$ cat src/rtl/ext_irq_cond.sv
module ext_irq_cond #(
  parameter int SYNC_STAGES = 2
) (
  input  logic        clk,
  input  logic        rst_n,
  input  logic [3:0]  pin_i,
  input  logic        wr_en,
  input  logic [31:0] wr_data,
  output logic [31:0] rd_data,
  output logic [3:0]  req_o,
  output logic        crit_route_o
);
  localparam int NPIN     = 4;
  localparam int DW       = 32;
  localparam int MEE_BIT  = 12;
  localparam int CRIT_BIT = 0;
  localparam logic [DW-1:0] CLR_MASK = 32'h0F00_0000;

  logic [DW-1:0]   ctrl_q;
  logic [NPIN-1:0] pin_s, pin_d, latch_q, edge_hit, clr_hit, en, is_edge, lvl_act;
  logic            mee;

  always_ff @(posedge clk) begin
    if (!rst_n)     ctrl_q <= '0;
    else if (wr_en) ctrl_q <= wr_data & ~CLR_MASK;
  end

  always_ff @(posedge clk) begin
    if (!rst_n) pin_d <= '0;
    else        pin_d <= pin_s;
  end

  assign rd_data      = ctrl_q;
  assign mee          = ctrl_q[MEE_BIT];
  assign crit_route_o = ctrl_q[CRIT_BIT];

  for (genvar n = 0; n < NPIN; n++) begin : g_pin
    logic [SYNC_STAGES-1:0] sh;
    logic [1:0]             mode;

    always_ff @(posedge clk) begin
      if (!rst_n) sh <= '0;
      else        sh <= {sh[SYNC_STAGES-2:0], pin_i[n]};
    end

    assign pin_s[n]    = sh[SYNC_STAGES-1];
    assign mode        = ctrl_q[23-2*n -: 2];
    assign en[n]       = ctrl_q[11-n];
    assign is_edge[n]  = (mode == 2'd1) || (mode == 2'd2);
    assign edge_hit[n] = (mode == 2'd1) ? (pin_s[n] & ~pin_d[n]) :
                         (mode == 2'd2) ? (~pin_s[n] & pin_d[n]) : 1'b0;
    assign clr_hit[n]  = wr_en & wr_data[27-n];
    assign lvl_act[n]  = (mode == 2'd3) ? ~pin_s[n] : pin_s[n];

    always_ff @(posedge clk) begin
      if (!rst_n)           latch_q[n] <= 1'b0;
      else if (!is_edge[n]) latch_q[n] <= 1'b0;
      else if (edge_hit[n]) latch_q[n] <= 1'b1;
      else if (clr_hit[n])  latch_q[n] <= 1'b0;
    end

    assign req_o[n] = mee & en[n] & (is_edge[n] ? latch_q[n] : lvl_act[n]);

    a_r6_edge_sets: assert property (@(posedge clk) disable iff (!rst_n)
      edge_hit[n] |=> latch_q[n]);
    a_r9_edge_beats_clear: assert property (@(posedge clk) disable iff (!rst_n)
      (edge_hit[n] && clr_hit[n]) |=> latch_q[n]);
    a_r8_clear_drops: assert property (@(posedge clk) disable iff (!rst_n)
      (clr_hit[n] && !edge_hit[n]) |=> !latch_q[n]);
    a_r8_sticky: assert property (@(posedge clk) disable iff (!rst_n)
      (latch_q[n] && !clr_hit[n] && is_edge[n]) |=> latch_q[n]);
    a_r13_level_no_latch: assert property (@(posedge clk) disable iff (!rst_n)
      !is_edge[n] |=> !latch_q[n]);
  end

  a_r2_readback: assert property (@(posedge clk) disable iff (!rst_n)
    wr_en |=> rd_data == ($past(wr_data) & ~CLR_MASK));
  a_r2_clear_bits_zero: assert property (@(posedge clk) disable iff (!rst_n)
    (rd_data & CLR_MASK) == '0);
  a_r11_master_gate: assert property (@(posedge clk) disable iff (!rst_n)
    !rd_data[MEE_BIT] |-> req_o == '0);
endmodule

$ cat config.mk
export PLATFORM = sky130hd
export DESIGN_NAME = ext_irq_cond
export DESIGN_NICKNAME = d
export VERILOG_FILES = /design/src/rtl/ext_irq_cond.sv
export SDC_FILE = /design/constraint.sdc
export NUM_CORES = 1
export LEC_CHECK = 0
export BUFFER_PORTS_ARGS = -buffer_cell sky130_fd_sc_hd__buf_2
export CAP_MARGIN = 30
export CORE_MARGIN = 2
export CORE_UTILIZATION = 40
export CTS_BUF_LIST = sky130_fd_sc_hd__clkbuf_8 sky130_fd_sc_hd__clkbuf_16
export CTS_CLUSTER_SIZE = 8
export DETAILED_ROUTE_END_ITERATION = 8
export PLACE_DENSITY = 0.76
export REMOVE_ABC_BUFFERS = 1
export SYNTH_ARGS = -nofsm -noshare
export SYNTH_HDL_FRONTEND = slang
export SYNTH_SLANG_ARGS = --single-unit
$ cat constraint.sdc
create_clock -name clk -period 3.5 [get_ports clk]
set_clock_uncertainty 0.15 [all_clocks]
set_input_delay 0.7 -clock clk [delete_from_list [all_inputs] [get_ports clk]]
set_output_delay 0.7 -clock clk [all_outputs]
set_load 0.02 [all_outputs]
==> results.cfg, run 1 <==
[power]
peakVddDrop_v = 0.000246
pwr_density_cell_nw_per_um2 = 417
leakagePower_uw = 0.00124

[global_routing]
grtUsageTotal_pct = 12.8
grt_pass1_wl_um = 5360
grt_overflow = 0
grt_max_degree = 45
grt_pass1_vias = 1280
grt_antenna_before_repair = 0

[route]
viasPerCell = 4.39
drtIter0Drc = 37
vias = 1400
drc = 0
wl_met2_um = 1410
top_layer = met4
first_pass_iters = 2
ant_nets = 0
totalWireLength_um = 3290
drt-met1-wl_um = 1560
dr_wl_met3_um = 278
avgRoutedWirePerCell_um = 10.3

[place]
place.port_buffers = 71
dpl.hpwl_um = 2410
placedCellCount = 311
globalplace.congestion = 0.763
place_area_um2 = 2320

[finish]
final_core_util_pct = 51.0
final_cell_mix = buf_2, dfxtp_1, mux2i_1, nor2b_1, inv_1
drive_gt1_share_pct = 32.1
stdcell_area_um2 = 2410
nFillCells = 427
final_cells = 319
layout_commonest_cell = buf_2
antenna-diode-count = 0
final_nets = 302
area_delta_synth_final_pct = 23.7

[timing]
holdWs_ns = 0.286
hold_violations = 0
slew_viol_final = 0
tns_ns = 0
setup_viol = 0
worst_pin_slew_ns = 0.593
max_clock_freq_mhz = 423
grt_setup_unrepaired = no
min_period_ns = 2.36
maxSlewHeadroom_pct = 60.5
finalCritPeriodShare_pct = 67.6

[clock_tree]
clock_latency_ns = 0.29
cts_root_buffer = clkbuf_8
cts.sinks = 44
cts_setup_buffers = 0
cts_tree = built
clockBufferDepth = 2
hold_buffers = 0
clkSlewWorstSetupHoldPaths_ns = 0.08
h-tree-depth = 2
numCtsBuffers = 5
cts_resized = 0

[logic_synthesis]
ys.warnings.count = 0
postSynthAreaPerCell_um2 = 10.7
ys_seq_area_share_pct = 45.2
netlist-cell-type-count = 19
synth_top_area_share_pct = 45.2
ys_top_cells_by_area = dfxtp_1, mux2i_1, nor2b_1, ha_1, and2_1
syn_inst = 182
syn-cell-area_um2 = 1950
ys_ff_latch = 44
synth_area_leader_cell = dfxtp_1

[setup_path]
crit_path_end_kind = primary output
crit_type = register to primary output
worstPathMaxFanout = 5
crit_required_ns = 2.65
crit_arrival_ns = 1.51
start_kind = register

[flow_run]
drv_cap = 0

[die]
dieArea_um2 = 5440
die_w_um = 73.8
start_util_pct = 41.2
core-area_um2 = 4720
die_h_um = 73.8
num_rows = 25
ios = 76

[status]
outcome = completed

[hold_path]
hold_class = register to register
worst paths after layout:
path,from,to,slack [ns],cells past startpoint
max,rd_data[20],req_o[1],1.14,5
min,g_pin[0].sh[0],g_pin[0].sh[1],0.29,1
max reg2reg,rd_data[17],latch_q[3],2.10,4
min reg2reg,g_pin[0].sh[0],g_pin[0].sh[1],0.29,1
logic make-up (layout without fill, tap and decap cells):
kind of cell,Yosys count,after routing,share of synthesized area [%]
AO/OA/AOI/OAI,12,12,5.52
XOR/XNOR,4,4,1.80
adder cells (fa/ha/maj),12,12,7.71
buffers and inverters,25,92,6.94
flip-flops,44,44,45.2
multiplexers,28,28,14.4
other,1,4,0.192
AND/OR/NAND/NOR,56,56,18.2
where the power goes:
| group | internal, uW | switching [uW] |
|---|---|---|
| sequential | 525 | 17.3 |
| combinational | 65.5 | 77.4 |
| clock | 157 | 161 |
cells in the mapped netlist:
master and instances:
a21boi_2 2, nor4bb_1 4, buf_8 1, and2_1 12
nor2_1 4, xnor2_1 4, dfxtp_1 44, nor2b_1 28
buf_4 8, and3b_1 4, a21boi_0 2, ha_1 12
nand2_1 4, mux2i_1 28, clkbuf_1 4, conb_1 1
a211oi_1 4, inv_1 12, o311a_1 4
state kept, by name, indices dropped and copies added, names as in the netlist:
register / count
pin_d: 4
latch_q: 4
g_pin.sh: 8
rd_data: 28
stage by stage:
| step | power, uW | worst slack [ns] |
|---|---|---|
| 3_3_place_gp | 696 | 1.44 |
| 4_1_cts | 1020 | 1.10 |
| 2_1_floorplan | 635 | 1.20 |
| 5_1_grt | 1060 | 0.988 |
| 6_report | 1000 | 1.14 |
| 3_5_place_dp | 699 | 1.42 |
routing by layer:
| metal | vias up | global-route usage [%] |
|---|---|---|
| met1 | 609 | 15.0 |
| met4 | 0 | 4.24 |
| met2 | 55 | 20.7 |
| li1 | 730 | - |
| met5 | - | 0 |
| met3 | 6 | 6.04 |
worst max-delay path, stage by stage, from the launching register on:
cell	delay, ns
dfxtp_1	0.41
inv_1	0.07
ha_1	0.31
nor2_1	0.05
a211oi_1	0.20
buf_2	0.20
final cells by class:
type | instances | area, um2 | area share [%]
clock buffers | 6 | 82.6 | 3.43
clock inverters | 2 | 11.3 | 0.467
inverters | 12 | 45.0 | 1.87
multi-input cells | 116 | 943 | 39.1
flip-flops and latches | 44 | 881 | 36.6
well taps | 67 | 83.8 | 3.48
repair buffers | 72 | 363 | 15.1
No activity file was read; power rests on OpenSTA's default activity.
==> run 2: changes to the inputs <==
--- a/config.mk
+++ b/config.mk
@@ -5,6 +5,7 @@
 export SDC_FILE = /design/constraint.sdc
 export NUM_CORES = 1
 export LEC_CHECK = 0
+export ABC_AREA = 1
 export BUFFER_PORTS_ARGS = -buffer_cell sky130_fd_sc_hd__buf_2
 export CAP_MARGIN = 30
 export CORE_MARGIN = 2
==> constraint.sdc (replaced) <==
create_clock -name clk -period 2.3 [get_ports clk]
set_clock_uncertainty 0.15 [all_clocks]
set_input_delay 0.46 -clock clk [delete_from_list [all_inputs] [get_ports clk]]
set_output_delay 0.46 -clock clk [all_outputs]
set_load 0.02 [all_outputs]
==> results.cfg, run 2 <==
[finish]
final_nets = 387
antenna-diode-count = 0
final_cell_mix = buf_2, nor2_1, nand2_1, dfxtp_1, inv_1
nFillCells = 472
regArea_um2 = 881
layout_commonest_cell = buf_2
multi_input_area_um2 = 820
drive_gt1_share_pct = 25.8
stdcell_area_um2 = 2380
area_delta_synth_final_pct = 23.0
largest_register_ffs = 28

[die]
die_h_um = 73.6
num_rows = 25
ios = 76
die_w_um = 73.6
start_util_pct = 41.3
dieArea_um2 = 5410
core-area_um2 = 4690

[logic_synthesis]
netlist-cell-type-count = 18
ys.warnings.count = 0
syn_inst = 267
yosysMostFrequentCell = nor2_1
ys_async_sr_fraction_pct = 0
ys_seq_area_share_pct = 45.5
ys_top_cells_by_area = dfxtp_1, nor2_1, nand2_1, ha_1, inv_1
postSynthAreaPerCell_um2 = 7.25
syn-cell-area_um2 = 1940
synthTopCellsByCount = nor2_1, nand2_1, dfxtp_1, inv_1, o21ai_0
synth_flop_cell = dfxtp_1
synth_area_leader_cell = dfxtp_1
synth_top_area_share_pct = 45.5
synth_edf_count = 0
ys_ff_latch = 44

[timing]
grt_setup_unrepaired = no
maxSlewHeadroom_pct = 60.3
layout_setup_ws_ns = 0.221
setup_viol = 0
min_period_ns = 2.08
max_clock_freq_mhz = 481
slew_viol_final = 0
tns_ns = 0
hold_violations = 0
worst_pin_slew_ns = 0.595
finalCritPeriodShare_pct = 90.4

[route]
vias = 1746
ant_nets = 0
top_layer = met4
drt-met1-wl_um = 1790
avgRoutedWirePerCell_um = 10.2
drc = 0
dr_wl_met3_um = 217
viasPerCell = 4.47
wl_met2_um = 1910
totalWireLength_um = 3970
drtIter0Drc = 82
first_pass_iters = 4

[place]
place.port_buffers = 71
place_area_um2 = 2290
dpl.hpwl_um = 2910
preCtsSetupSlack_ns = 0.533
globalplace.congestion = 0.755

[power]
finalPower_uw = 1560
p_seq_share_pct = 53.4
internal-power_uw = 1140
pwr_density_cell_nw_per_um2 = 654
leakagePower_uw = 0.00133
peakVddDrop_v = 0.000365
pwr-share-comb_pct = 15.8
switching_share_pct = 26.9
clkPwrFrac_pct = 30.7
p_switching_uw = 419

[setup_path]
crit_type = register to primary output
worstPathMaxFanout = 4
crit_path_end_kind = primary output
start_kind = register
crit_arrival_ns = 1.47
crit_required_ns = 1.69

[clock_tree]
clock_latency_ns = 0.29
h-tree-depth = 2
cts_resized = 0
clockBufferDepth = 2
hold_buffers = 0
cts_tree = built
cts_setup_buffers = 0
clkSlewWorstSetupHoldPaths_ns = 0.08
cts_root_buffer = clkbuf_8
cts.sinks = 44
numCtsBuffers = 5

[global_routing]
grt_max_degree = 37
grt_pass1_vias = 1657
grt_antenna_before_repair = 0
grt_overflow = 0
grtUsageTotal_pct = 16.0
grt_pass1_wl_um = 6730

[hold_path]
hold_class = primary input to register

[status]
outcome = completed

[flow_run]
drv_cap = 0
## run 2: changes by cell type after synthesis, moves of 27 or more
cell,previous run,this run
nor2_1,4,62
nand2_1,4,46
mux2i_1,28,0
nor2b_1,28,0
o21ai_0,0,28
inv_1,12,39
## run 2: layer usage
layer | vias up | track usage, %
met3 | 5 | 4.12
li1 | 932 | -
met4 | 0 | 6.67
met1 | 754 | 17.7
met5 | - | 0
met2 | 55 | 28.6
## run 2: final cells by class
cell class                      instances  area share, %
Clock buffer                            6           3.47
Clock inverter                          2          0.420
Inverter                               40           6.31
Multi-Input combinational cell        172           34.4
Sequential cell                        44           37.0
Tap cell                               54           2.84
Timing Repair Buffer                   73           15.6
## run 2: worst max-delay path, stage by stage, from the launching register on
cell and delay (ns):
dfxtp_1 0.38, inv_1 0.08, ha_1 0.33, nor2_1 0.10, nor2_1 0.04, o21ai_0 0.06, inv_1 0.05, buf_2 0.15
## run 2: kinds of logic (layout without fill, tap and decap cells)
logic type / count (synthesis) / in the layout / share of synthesized area, %
other: 1 / 4 / 0.194
AOI/OAI and AO/OA: 38 / 38 / 10.0
and+or+nand+nor: 118 / 118 / 23.8
buffers and inverters: 54 / 121 / 12.7
DFF: 44 / 44 / 45.5
adders and majority gates: 12 / 12 / 7.76
## run 2: power by group through the flow
stage	sequential, uW	clock (uW)	combinational (uW)
global placement	848	0	245
floorplan	890	0	102
detailed placement	850	0	250
finish	833	479	247
CTS	833	500	251
global route	840	540	281
## run 2: worst paths after layout
| kind | to | start | slack, ns | cells after the start |
|---|---|---|---|---|
| worst min register to register | g_pin[1].sh[1] | g_pin[1].sh[0] | 0.27 | 2 |
| worst max-delay path | req_o[2] | rd_data[18] | 0.22 | 7 |
| worst max register to register | latch_q[2] | rd_data[18] | 0.89 | 4 |
| worst min-delay path | g_pin[1].sh[0] | pin_i[1] | 0.20 | 3 |
## run 2: stage by stage
step,util (%),cells,hold WS [ns]
2_1_floorplan,-,256,0.240
3_3_place_gp,48.8,383,0.247
3_5_place_dp,48.8,383,0.252
4_1_cts,50.7,391,0.193
5_1_grt,50.7,391,0.192
6_report,50.7,391,0.202
==> run 3: changes to the inputs <==
--- a/config.mk
+++ b/config.mk
@@ -11,9 +11,8 @@
 export CORE_MARGIN = 2
 export CORE_UTILIZATION = 40
 export CTS_BUF_LIST = sky130_fd_sc_hd__clkbuf_8 sky130_fd_sc_hd__clkbuf_16
-export CTS_CLUSTER_SIZE = 8
 export DETAILED_ROUTE_END_ITERATION = 8
-export PLACE_DENSITY = 0.76
+export PLACE_DENSITY = 0.7
 export REMOVE_ABC_BUFFERS = 1
 export SYNTH_ARGS = -nofsm -noshare
 export SYNTH_HDL_FRONTEND = slang
==> results.cfg, run 3 (synthesis results as in run 2) <==
[status]
outcome = completed

[finish]
largest_register_ffs = 28
regArea_um2 = 881
stdcell_area_um2 = 2410
layout_commonest_cell = buf_2
final_nets = 387
nFillCells = 472
drive_gt1_share_pct = 25.8
area_delta_synth_final_pct = 24.8
antenna-diode-count = 0
final_core_util_pct = 51.5
multi_input_area_um2 = 820
final_cell_mix = buf_2, nor2_1, nand2_1, dfxtp_1, inv_1

[global_routing]
grt_pass1_wl_um = 6610
grtUsageTotal_pct = 15.7
grt.met2_usage_pct = 26.8
met3_usage_pct = 4.80
grt_busiest_layer = met2
use_met1_pct = 18.3
grt_max_degree = 37
grt_antenna_before_repair = 0
grt_overflow = 0
grt_pass1_vias = 1560

[hold_path]
min_to = g_pin[0].sh[0]
holdPathStages = 3
worstHoldStart = pin_i[0]
hold_class = primary input to register

[clock_tree]
cts.sinks = 44
clock_latency_ns = 0.29
cts_tree = built
clkSlewWorstSetupHoldPaths_ns = 0.08
cts_setup_buffers = 0
cts_root_buffer = clkbuf_8
cts_resized = 0
numCtsBuffers = 5
h-tree-depth = 2
clockBufferDepth = 2
hold_buffers = 0

[die]
dieArea_um2 = 5410
die_h_um = 73.6
ios = 76
start_util_pct = 41.3
die_w_um = 73.6
num_rows = 25
core-area_um2 = 4690

[timing]
grt_setup_unrepaired = no
finalCritPeriodShare_pct = 89.6
layout_setup_ws_ns = 0.239
worst_pin_slew_ns = 0.603
min_period_ns = 2.06
max_clock_freq_mhz = 485
setup_viol = 0
tns_ns = 0
hold_violations = 0
slew_viol_final = 0
maxSlewHeadroom_pct = 59.7

[place]
dpl.hpwl_um = 2840
globalplace.congestion = 0.800
preCtsSetupSlack_ns = 0.549
place_area_um2 = 2290
place.port_buffers = 71

[setup_path]
crit_arrival_ns = 1.45
start_kind = register
reg2reg_to = latch_q[3]
crit_path_end_kind = primary output
crit_type = register to primary output
crit_path_start = rd_data[18]
worst-path-buf-inv = 3
critical_path.cell_chain = inv_1 > ha_1 > nor2_1 > nor2_1 > o21ai_0 > inv_1 > buf_2
crit_slowest_cell = dfxtp_1
crit_required_ns = 1.69
r2r_start = rd_data[16]
cp_top_family = flip-flops
ff2ff_path_depth = 4
worstPathMaxFanout = 4
critPathMaxStageDelay_ns = 0.38
regToRegSetupSlack_ns = 0.91

[power]
leakagePower_uw = 0.00135
peakVddDrop_v = 0.000400
finalPower_uw = 1710
pwr_density_cell_nw_per_um2 = 708

[route]
ant_nets = 0
avgRoutedWirePerCell_um = 10.2
totalWireLength_um = 3980
drtIter0Drc = 66
viasPerCell = 4.50
vias = 1761
drc = 0
first_pass_iters = 4

[flow_run]
drv_cap = 0
run 3: report_power, final:
part           internal [uW]  switching [uW]  total, uW
clock network            383             247        630
logic                   95.3             153        249
registers                805            27.0        832
total                   1280             427       1710
run 3: worst max-delay path by stage:
stage,to,slack [ns],depth (start not counted)
2_1_floorplan,req_o[0],0.52,6
4_1_cts,req_o[2],0.21,7
3_3_place_gp,req_o[2],0.59,7
6_report,req_o[2],0.24,7
3_5_place_dp,req_o[2],0.55,7
5_1_grt,req_o[3],0.1,7
run 3: per-stage QoR:
step                      hold slack (ns)  cells
after floorplan                     0.240    256
after global placement              0.241    383
after detailed placement            0.252    383
after CTS                           0.187    391
after global routing                0.190    391
final                               0.200    391
run 3: worst min-delay path, cell delays in order:
cell	delay (ns)
buf_2	0.07
nand2_1	0.04
inv_1	0.04
run 3: routing by layer:
metal  up-vias  wire length [um]
met5         -                 0
met3         4               292
li1        929                 -
met2        52              1820
met1       776              1840
met4         0                29
run 3: area by class of cell:
type | instances | share of cell area [%]
Timing Repair Buffer | 73 | 15.3
Sequential cell | 44 | 36.5
Tap cell | 54 | 2.80
Clock buffer | 7 | 3.99
Inverter | 40 | 6.22
Multi-Input combinational cell | 172 | 33.9
Clock inverter | 1 | 1.24
